<file path="src/rtl/i2c_regwr_pkg.sv">
package i2c_regwr_pkg;

  localparam int BYTE_W     = 8;
  localparam int REG_ADDR_W = 7;
  localparam int DATA_W     = 2 * BYTE_W;
  localparam int BIT_CNT_W  = $clog2(BYTE_W + 1);

  // Events decoded from the synchronized wires
  typedef struct packed {
    logic startDet;
    logic stopDet;
    logic sclRise;
    logic sclFall;
    logic byteDone;
  } busEv_t;

  // Strobes from the control to the datapath
  typedef struct packed {
    logic clrBits;
    logic latchCmd;
    logic latchHi;
    logic pulseWr;
  } dpCtl_t;

  typedef enum logic [2:0] {
    S_IDLE,
    S_RECV,
    S_ACK_SETUP,
    S_ACK_HIGH,
    S_ACK_HOLD,
    S_MC_WAIT,
    S_IGNORE
  } ctlState_t;

endpackage

</file>
<file path="src/rtl/i2c_regwr_datapath.sv">
module i2c_regwr_datapath
  import i2c_regwr_pkg::*;
#(
  parameter int SYNC_STAGES = 2
) (
  input  logic                  clk,
  input  logic                  rstN,
  input  logic                  sclIn,
  input  logic                  sdaIn,
  input  dpCtl_t                ctl,
  output busEv_t                ev,
  output logic [BYTE_W-1:0]     rxByte,
  output logic [REG_ADDR_W-1:0] regAddr,
  output logic [DATA_W-1:0]     regData,
  output logic                  wrStrobe
);

  logic [SYNC_STAGES-1:0] sclPipe, sdaPipe;
  logic sclS, sdaS, sclPrev, sdaPrev;
  logic [BIT_CNT_W-1:0] bitCnt;
  logic [BYTE_W-1:0] shiftReg;
  logic [REG_ADDR_W-1:0] cmdStage;
  logic [BYTE_W-1:0] hiStage;

  // Input synchronizers; the idle bus level is high
  generate
    if (SYNC_STAGES == 1) begin : g_sync1
      always_ff @(posedge clk or negedge rstN) begin
        if (!rstN) begin
          sclPipe <= '1;
          sdaPipe <= '1;
        end else begin
          sclPipe <= sclIn;
          sdaPipe <= sdaIn;
        end
      end
    end else begin : g_syncN
      always_ff @(posedge clk or negedge rstN) begin
        if (!rstN) begin
          sclPipe <= '1;
          sdaPipe <= '1;
        end else begin
          sclPipe <= {sclPipe[SYNC_STAGES-2:0], sclIn};
          sdaPipe <= {sdaPipe[SYNC_STAGES-2:0], sdaIn};
        end
      end
    end
  endgenerate

  assign sclS = sclPipe[SYNC_STAGES-1];
  assign sdaS = sdaPipe[SYNC_STAGES-1];

  always_ff @(posedge clk or negedge rstN) begin
    if (!rstN) begin
      sclPrev <= 1'b1;
      sdaPrev <= 1'b1;
    end else begin
      sclPrev <= sclS;
      sdaPrev <= sdaS;
    end
  end

  always_comb begin
    ev.startDet = sclS & sclPrev & sdaPrev & ~sdaS;
    ev.stopDet  = sclS & sclPrev & ~sdaPrev & sdaS;
    ev.sclRise  = sclS & ~sclPrev;
    ev.sclFall  = ~sclS & sclPrev;
    ev.byteDone = (bitCnt == BIT_CNT_W'(BYTE_W));
  end

  // Bit capture: shift on SCL rise until a full byte is held
  always_ff @(posedge clk or negedge rstN) begin
    if (!rstN) begin
      bitCnt   <= '0;
      shiftReg <= '0;
    end else if (ctl.clrBits) begin
      bitCnt <= '0;
    end else if (ev.sclRise && (bitCnt < BIT_CNT_W'(BYTE_W))) begin
      bitCnt   <= bitCnt + 1'b1;
      shiftReg <= {shiftReg[BYTE_W-2:0], sdaS};
    end
  end

  assign rxByte = shiftReg;

  // Staging keeps outputs quiet until the write is complete
  always_ff @(posedge clk or negedge rstN) begin
    if (!rstN) begin
      cmdStage <= '0;
      hiStage  <= '0;
      regAddr  <= '0;
      regData  <= '0;
      wrStrobe <= 1'b0;
    end else begin
      if (ctl.latchCmd) cmdStage <= shiftReg[REG_ADDR_W-1:0];
      if (ctl.latchHi)  hiStage  <= shiftReg;
      if (ctl.pulseWr) begin
        regAddr <= cmdStage;
        regData <= {hiStage, shiftReg};
      end
      wrStrobe <= ctl.pulseWr;
    end
  end

  p_strobe_single_r5: assert property (@(posedge clk) disable iff (!rstN)
    wrStrobe |=> !wrStrobe);

  p_out_hold_r5: assert property (@(posedge clk) disable iff (!rstN)
    (!$stable(regData) || !$stable(regAddr)) |-> wrStrobe);

endmodule

</file>
<file path="src/rtl/i2c_regwr_control.sv">
module i2c_regwr_control
  import i2c_regwr_pkg::*;
#(
  parameter logic [REG_ADDR_W-1:0] SLAVE_ADDR = 7'h2A
) (
  input  logic              clk,
  input  logic              rstN,
  input  busEv_t            ev,
  input  logic [BYTE_W-1:0] rxByte,
  output dpCtl_t            ctl,
  output logic              sdaOe,
  output logic              hsMode
);

  localparam logic [4:0] MC_PREFIX = 5'b00001;

  ctlState_t state, nextState;
  logic [1:0] byteIdx, nextIdx;
  logic nextOe, nextHs;

  always_comb begin
    ctl       = '0;
    nextState = state;
    nextIdx   = byteIdx;
    nextOe    = sdaOe;
    nextHs    = hsMode;
    if (ev.stopDet) begin
      nextState = S_IDLE;
      nextOe    = 1'b0;
      nextHs    = 1'b0;
    end else if (ev.startDet) begin
      if (state == S_MC_WAIT) nextHs = 1'b1;
      nextState   = S_RECV;
      nextIdx     = 2'd0;
      nextOe      = 1'b0;
      ctl.clrBits = 1'b1;
    end else begin
      unique case (state)
        S_RECV: begin
          if (ev.byteDone) begin
            unique case (byteIdx)
              2'd0: begin
                if (rxByte[7:3] == MC_PREFIX)
                  nextState = S_MC_WAIT;
                else if (rxByte[7:1] == SLAVE_ADDR && !rxByte[0])
                  nextState = S_ACK_SETUP;
                else
                  nextState = S_IGNORE;
              end
              2'd1: begin
                if (!rxByte[7]) begin
                  ctl.latchCmd = 1'b1;
                  nextState    = S_ACK_SETUP;
                end else begin
                  nextState = S_IGNORE;
                end
              end
              2'd2: begin
                ctl.latchHi = 1'b1;
                nextState   = S_ACK_SETUP;
              end
              default: nextState = S_ACK_SETUP;
            endcase
          end
        end
        S_ACK_SETUP: begin
          if (ev.sclFall) begin
            nextOe    = 1'b1;
            nextState = S_ACK_HIGH;
          end
        end
        S_ACK_HIGH: begin
          if (ev.sclRise) nextState = S_ACK_HOLD;
        end
        S_ACK_HOLD: begin
          if (ev.sclFall) begin
            nextOe = 1'b0;
            if (byteIdx == 2'd3) begin
              ctl.pulseWr = 1'b1;
              nextState   = S_IGNORE;
            end else begin
              ctl.clrBits = 1'b1;
              nextIdx     = 2'(byteIdx + 1'b1);
              nextState   = S_RECV;
            end
          end
        end
        default: ;
      endcase
    end
  end

  always_ff @(posedge clk or negedge rstN) begin
    if (!rstN) begin
      state   <= S_IDLE;
      byteIdx <= 2'd0;
      sdaOe   <= 1'b0;
      hsMode  <= 1'b0;
    end else begin
      state   <= nextState;
      byteIdx <= nextIdx;
      sdaOe   <= nextOe;
      hsMode  <= nextHs;
    end
  end

  p_ignore_quiet_r7: assert property (@(posedge clk) disable iff (!rstN)
    (state == S_IGNORE) |-> !sdaOe);

  p_mc_nack_r8: assert property (@(posedge clk) disable iff (!rstN)
    (state == S_MC_WAIT) |-> !sdaOe);

  p_stop_clears_hs_r9: assert property (@(posedge clk) disable iff (!rstN)
    ev.stopDet |=> !hsMode);

endmodule

</file>
<file path="src/rtl/i2c_regwr_slave.sv">
module i2c_regwr_slave
  import i2c_regwr_pkg::*;
#(
  parameter logic [6:0] SLAVE_ADDR  = 7'h2A,
  parameter int         SYNC_STAGES = 2
) (
  input  logic        clk,
  input  logic        rstN,
  input  logic        sclIn,
  input  logic        sdaIn,
  output logic        sdaOe,
  output logic [6:0]  regAddr,
  output logic [15:0] regData,
  output logic        wrStrobe,
  output logic        hsMode
);

  busEv_t            ev;
  dpCtl_t            ctl;
  logic [BYTE_W-1:0] rxByte;

  i2c_regwr_datapath #(
    .SYNC_STAGES(SYNC_STAGES)
  ) u_dp (
    .clk     (clk),
    .rstN    (rstN),
    .sclIn   (sclIn),
    .sdaIn   (sdaIn),
    .ctl     (ctl),
    .ev      (ev),
    .rxByte  (rxByte),
    .regAddr (regAddr),
    .regData (regData),
    .wrStrobe(wrStrobe)
  );

  i2c_regwr_control #(
    .SLAVE_ADDR(SLAVE_ADDR)
  ) u_ctl (
    .clk   (clk),
    .rstN  (rstN),
    .ev    (ev),
    .rxByte(rxByte),
    .ctl   (ctl),
    .sdaOe (sdaOe),
    .hsMode(hsMode)
  );

endmodule

</file>
<file path="config.mk">
export PLATFORM = sky130hd
export DESIGN_NAME = i2c_regwr_slave
export DESIGN_NICKNAME = d
export VERILOG_FILES = /design/src/rtl/i2c_regwr_pkg.sv /design/src/rtl/i2c_regwr_datapath.sv /design/src/rtl/i2c_regwr_control.sv /design/src/rtl/i2c_regwr_slave.sv
export SDC_FILE = /design/constraint.sdc
export NUM_CORES = 1
export LEC_CHECK = 0
export ABC_CLOCK_PERIOD_IN_PS = 2330
export BUFFER_PORTS_ARGS = -buffer_cell sky130_fd_sc_hd__clkbuf_2
export CORE_MARGIN = 1.5
export CORE_UTILIZATION = 48
export CTS_BUF_LIST = sky130_fd_sc_hd__clkbuf_8
export CTS_CLUSTER_DIAMETER = 60
export DETAILED_ROUTE_END_ITERATION = 12
export MAX_ROUTING_LAYER = met4
export PLACE_DENSITY = 0.66
export SLEW_MARGIN = 20
export SYNTH_ARGS = -nofsm -noshare
export SYNTH_HDL_FRONTEND = slang
export SYNTH_SLANG_ARGS = --single-unit
</file>
<file path="constraint.sdc">
create_clock -name clk -period 2.33 [get_ports clk]
set_input_delay 0.233 -clock clk [delete_from_list [all_inputs] [get_ports clk]]
set_output_delay 0.233 -clock clk [all_outputs]
set_load 0.01 [all_outputs]
</file>
; ---- Word level (Yosys, flattened, before mapping)
; Index checks and enable logic that the tools add are counted.
[classes]
n_bitwise = 13
add_sub_neg = 2
order_cmp = 1
n_mux = 40
n_reduce_logical = 16
eq_ne = 16
[ops]
columns = operator, n
row1 = 2-to-1 mux 3 bit, 11
row2 = 2-to-1 mux 1 bit, 17
row3 = != test 4 bit (second input constant), 4
row4 = 2-to-1 mux 2 bit, 6
row5 = 2-to-1 mux 4 bit, 3
row6 = case mux 3 bit (4 select lines), 1
row7 = nonzero test 2 bit, 5
row8 = AND 1 bit, 7
row9 = equality test 7 x 6 -> 1 bit (second input constant), 1
row10 = equality test 3 x 2 -> 1 bit (second input constant), 2
row11 = equality test 3 bit (second input constant), 2
row12 = NOT 1 bit, 6
row13 = case mux 3 bit (2 select lines), 1
row14 = nonzero test 6 bit, 1
row15 = equality test 5 x 1 -> 1 bit (second input constant), 1
row16 = AND reduction 5 bit, 1
row17 = adder 4 x 1 -> 4 bit (second input constant), 1
row18 = equality test 2 bit (second input constant), 2
row19 = equality test 4 bit (second input constant), 1
row20 = < comparator 4 bit (second input constant), 1
row21 = AND reduction 2 bit, 2
row22 = AND reduction 4 bit, 1
row23 = nonzero test 4 bit, 1
row24 = equality test 3 x 1 -> 1 bit (second input constant), 1
row25 = other kinds (8), 9
[word_totals]
register_bits = 64

; ---- Logic depth before layout (Yosys ltp)
[logic_depth]
word_depth = 9
depth_mapped = 6
mapped_depth_nobuf = 6

; ---- Hierarchy
; A second synthesis with hierarchy kept.
[unflattened]
cells_unflattened = 206
hier_area_um2 = 2796.4
[by_module_without_submodules]
columns = module, seq_area_each_um2, cells_each, area_per_inst_um2, instances
row1 = i2c_regwr_datapath, 1433.9, 133, 2167.1, 1
row2 = i2c_regwr_control, 175.2, 73, 629.4, 1

; ---- Worst setup path after synthesis
; Ideal clock, no wire load.
[synth_timing]
path_kind = reg2reg
startpoint = register u_dp.sclPipe[1]
endpoint = register u_dp.shiftReg[1], in the netlist u_dp.rxByte[1]
slack_ps = 659
stages_incl_launch_ff = 5
arrival_ps = 1546
setup_time_ps = 125
path_buffers = 2
required_time_ps = 2205
cell_sequence = dfstp_2 buf_6 nor3b_1 buf_4 mux2_2
[synth_via]
elab_chain_len = 8
[synth_lines]
columns = element, line_no
row1 = "start, declared", i2c_regwr_datapath.sv:18  ; logic [SYNC_STAGES-1:0] sclPipe, sdaPipe;
row2 = "start signal, assigned", i2c_regwr_datapath.sv:43  ; sclPipe <= {sclPipe[SYNC_STAGES-2:0], sclIn};
row3 = NOT 1 bit, i2c_regwr_datapath.sv:67  ; ev.sclFall = ~sclS & sclPrev;
row4 = AND 1 bit, i2c_regwr_datapath.sv:67
row5 = 2-to-1 mux 1 bit, i2c_regwr_control.sv:76  ; if (ev.sclFall) begin
row6 = 2-to-1 mux 1 bit, i2c_regwr_control.sv:38  ; unique case (state)
row7 = 2-to-1 mux 1 bit, i2c_regwr_control.sv:31  ; end else if (ev.startDet) begin
row8 = 2-to-1 mux 4 bit, i2c_regwr_control.sv:27  ; if (ev.stopDet) begin
row9 = NOT 1 bit (no line), n/a
row10 = AND reduction 2 bit (no line) (*), n/a
row11 = "end signal, assigned", i2c_regwr_datapath.sv:80  ; shiftReg <= {shiftReg[BYTE_W-2:0], sdaS};
row12 = "end, declared", i2c_regwr_datapath.sv:21  ; logic [BYTE_W-1:0] shiftReg;
; Every way passes the cells marked *; elsewhere a longest branch is shown, timed or not.
; A chain may end at the register's enable or synchronous reset.

; ---- Worst setup path in the final report
[layout_timing]
startpoint = register u_dp.sclPrev
endpoint = register u_dp.regData[11]
[layout_via]
elab_chain_len = 5
[layout_lines]
columns = element, line_no
row1 = "start, declared", i2c_regwr_datapath.sv:19  ; logic sclS, sdaS, sclPrev, sdaPrev;
row2 = "start signal, assigned", i2c_regwr_datapath.sv:58  ; sclPrev <= sclS;
row3 = AND 1 bit (on tied branches), "i2c_regwr_datapath.sv:67, i2c_regwr_datapath.sv:64, i2c_regwr_datapath.sv:65"
row4 = 2-to-1 mux 1 bit or AND 1 bit (tied branches), "i2c_regwr_control.sv:76, i2c_regwr_datapath.sv:64"
row5 = 2-to-1 mux 1 bit or AND 1 bit (tied branches), "i2c_regwr_control.sv:38, i2c_regwr_datapath.sv:64"
row6 = 2-to-1 mux 3 bit, i2c_regwr_control.sv:31
row7 = 2-to-1 mux 4 bit (*), i2c_regwr_control.sv:27
row8 = "end signal, assigned", i2c_regwr_datapath.sv:99  ; regData <= {hiStage, shiftReg};
row9 = "end, declared", i2c_regwr_datapath.sv:14  ; output logic [DATA_W-1:0] regData,
; Marks and branches as above.

==> flow_summary.yaml <==
outcome:
  status: "finished clean"
synth:
  ys_ff_latch: 64
  synthCells: 209
  syn-num-nets: 219
  synth_top_area_cell: "dfrtp_1"
  yosysWarnings: 0
  synth.mux.area_fraction_pct: 20.2
  synth-adder-area-share_pct: 2.53
  ys_types: 52
  netlist.area_leader.share_pct: 49.0
  synth_compound_area_share_pct: 8.75
  synth_edf_count: 0
  yosys.area_share.simple_pct: 10.6
  synthXorXnorAreaFrac_pct: 0.296
  ys_seq_area_share_pct: 54.3
  synth_top_family_by_area: "multiplexers"
  yosys-top-cells-count: "dfrtp_1, mux2_2, mux2_4, o21ai_0, inv_1"
  syn_area_per_cell_um2: 14.2
  async_flop_share_pct: 100
  synth.most_common_cell: "dfrtp_1"
  netlist_area_um2: 2960
  synthTopCellsByArea: "dfrtp_1, mux2_2, mux2_4"
  synth_ff_type: "dfrtp_1"
die:
  ios: 30
  die_w_um: 81.6
  die_h_um: 81.6
  core_um2: 5960
  start_util_pct: 49.7
  dieArea_um2: 6650
  num_rows: 28
setup_path:
  worstSetupEndpointType: "flip-flop"
  cp.required_ps: 2560
  arrival_ps: 2210
  crit_type: "flip-flop to flip-flop"
  critical_path.max_fanout: 20
  cp-start-kind: "flip-flop"
sta:
  min_period_over_period_pct: 85.0
  rsz0062_at_grt: "false"
  slew_headroom_pct: 55.4
  setup_violations: 0
  fin_setup_tns_ps: 0
  fmax_ghz: 0.505
  worst_slew_pin_slew_ps: 669
  fin_crit_ps: 1980
  hold_viol: 0
  drv_slew: 0
  hold-worst-slack_ps: 361
  clock_skew_ps: 7.85
cts:
  cts_buffers: 9
  clock-sinks: 64
  clk_path_buf_depth: 2
  root_buffer: "clkbuf_8"
  h-tree-depth: 3
  cts_tree: "done"
  post_cts_buffers: 0
  path_clk_slew_ps: 70
  clk_latency_ps: 340
placement:
  portBuffers: 29
  dpl.hpwl_um: 3910
  gp_congestion: 0.951
final_layout:
  finalNetCount: 259
  fillers: 497
  area_growth_syn_to_layout_pct: 16.6
  drive_gt1_share_pct: 44.9
  n_antenna_cell: 0
grt:
  antenna_found_initial: 0
  grt_max_degree: 40
  grt_pass1_wl_um: 9010
  grt_pass1_vias: 1758
  grt_usage_pct: 19.4
  grt-ovfl-total: 0
power_and_ir_drop:
  ir_drop_v: 0.000480
  power_density_nw_per_um2: 1000
  p_leak_uw: 0.00165
drt:
  wl_um: 5550
  num_vias: 1794
  avgViaCountPerCell: 5.45
  first_iter_violations: 126
  drc: 0
  ant_nets: 0
  drt_first_pass_iters: 4
  routedWlPerCell_um: 16.9
run:
  cap_violations: 0
hold_path:
  hp-class: "flip-flop to flip-flop"
## cells in the final DEF, fill, tap and decap left out, types with 2 or more instances in the layout
master / count
dfrtp_1: 58
clkbuf_2: 29
mux2_2: 27
mux2_4: 19
o21ai_0: 9
clkbuf_8: 9
inv_1: 8
nor2_1: 7
ha_1: 6
dfstp_2: 6
nand2_1: 4
nand2b_1: 4
o31ai_1: 3
nand3_1: 3
a21oi_1: 3
a31oi_1: 3
dlygate4sd3_1: 3
buf_4: 3
and3_1: 2
nor2b_1: 2
nand4bb_1: 2
a22o_1: 2
or2_2: 2
o221ai_1: 2
clkinv_4: 2
inv_6: 2
bufinv_16: 2
buf_12: 2
## critical path, cell delays in order, from the launching register on
cell	delay (ps)
dfstp_2	660
nor3b_2	270
and3_1	360
buf_12	240
mux2_4	320
## state kept, by name (all words and copies together), names as in the netlist, 2 cells and up
signal         flops
u_dp.sclPipe       2
u_dp.bitCnt        4
u_ctl.state        3
u_dp.cmdStage      7
u_dp.sdaPipe       2
u_dp.rxByte        8
u_ctl.byteIdx      2
u_dp.regData      16
u_dp.regAddr       7
u_dp.hiStage       8
## per-stage QoR
step           power [uW]  worst slack [ps]  instance area, um^2  std cells  utilization (%)
2_1_floorplan        2130               659                 2960        209                -
3_3_place_gp         2370               431                 3200        310             53.7
3_5_place_dp         2400               356                 3200        310             53.7
4_1_cts              3490               324                 3450        329             58.0
5_1_grt              3650               267                 3450        329             58.0
6_report             3460               349                 3450        329             58.0
## report_power, final
group          switching, uW  internal (uW)  total [uW]
registers                270           1300        1570
logic                    403            411         814
clock network            461            613        1070
total                   1130           2330        3460
## path summary, 6_finish.rpt
kind | slack, ps | start | depth (start not counted) | end
hold / removal | 360 | u_dp.sdaPipe[0]$_DFF_PN1_ | 0 | u_dp.sdaPipe[1]$_DFF_PN1_
max in group asynchronous | 1190 | rstN | 3 | u_dp.sdaPrev$_DFF_PN1_
min in group asynchronous | 460 | rstN | 2 | u_dp.bitCnt[0]$_DFFE_PN0P_
setup reg to reg | 350 | u_dp.sclPrev$_DFF_PN1_ | 4 | u_dp.regData[11]$_DFFE_PN0P_
setup / recovery | 350 | u_dp.sclPrev$_DFF_PN1_ | 4 | u_dp.regData[11]$_DFFE_PN0P_
hold reg to reg | 360 | u_dp.sdaPipe[0]$_DFF_PN1_ | 0 | u_dp.sdaPipe[1]$_DFF_PN1_
## area by class of cell
type	count	area [um^2]	area share (%)
clock buffers	9	124	3.59
clock inverters	7	103	2.97
inverters	8	30.0	0.870
multi-input cells	129	1250	36.4
flip-flops and latches	64	1610	46.6
well taps	75	93.8	2.72
repair buffers	37	238	6.89
## per-layer routing
metal	vias to the layer above	share of wire [%]	global-route usage, %	wire length [um]
li1	848	-	-	-
met1	878	46	26.2	2530
met2	64	47	27.0	2630
met3	4	6.0	6.33	332
met4	0	0.99	7.76	55
met5	-	0	-	0
## kinds of logic (layout without fill, tap and decap cells)
group	after synthesis	after routing
AND/OR/NAND/NOR	41	41
flip-flops	64	64
multiplexers	47	47
adder cells (fa/ha/maj)	6	6
XOR/XNOR	1	1
AO/OA/AOI/OAI	34	34
buffers and inverters	16	61
## what timing repair did
item                                   in CTS  in global routing
resized for setup                           0                  0
hold buffers                                3                  0
endpoints found under the hold margin      24                  0
Note: power is estimated with default switching activity, not from simulation.
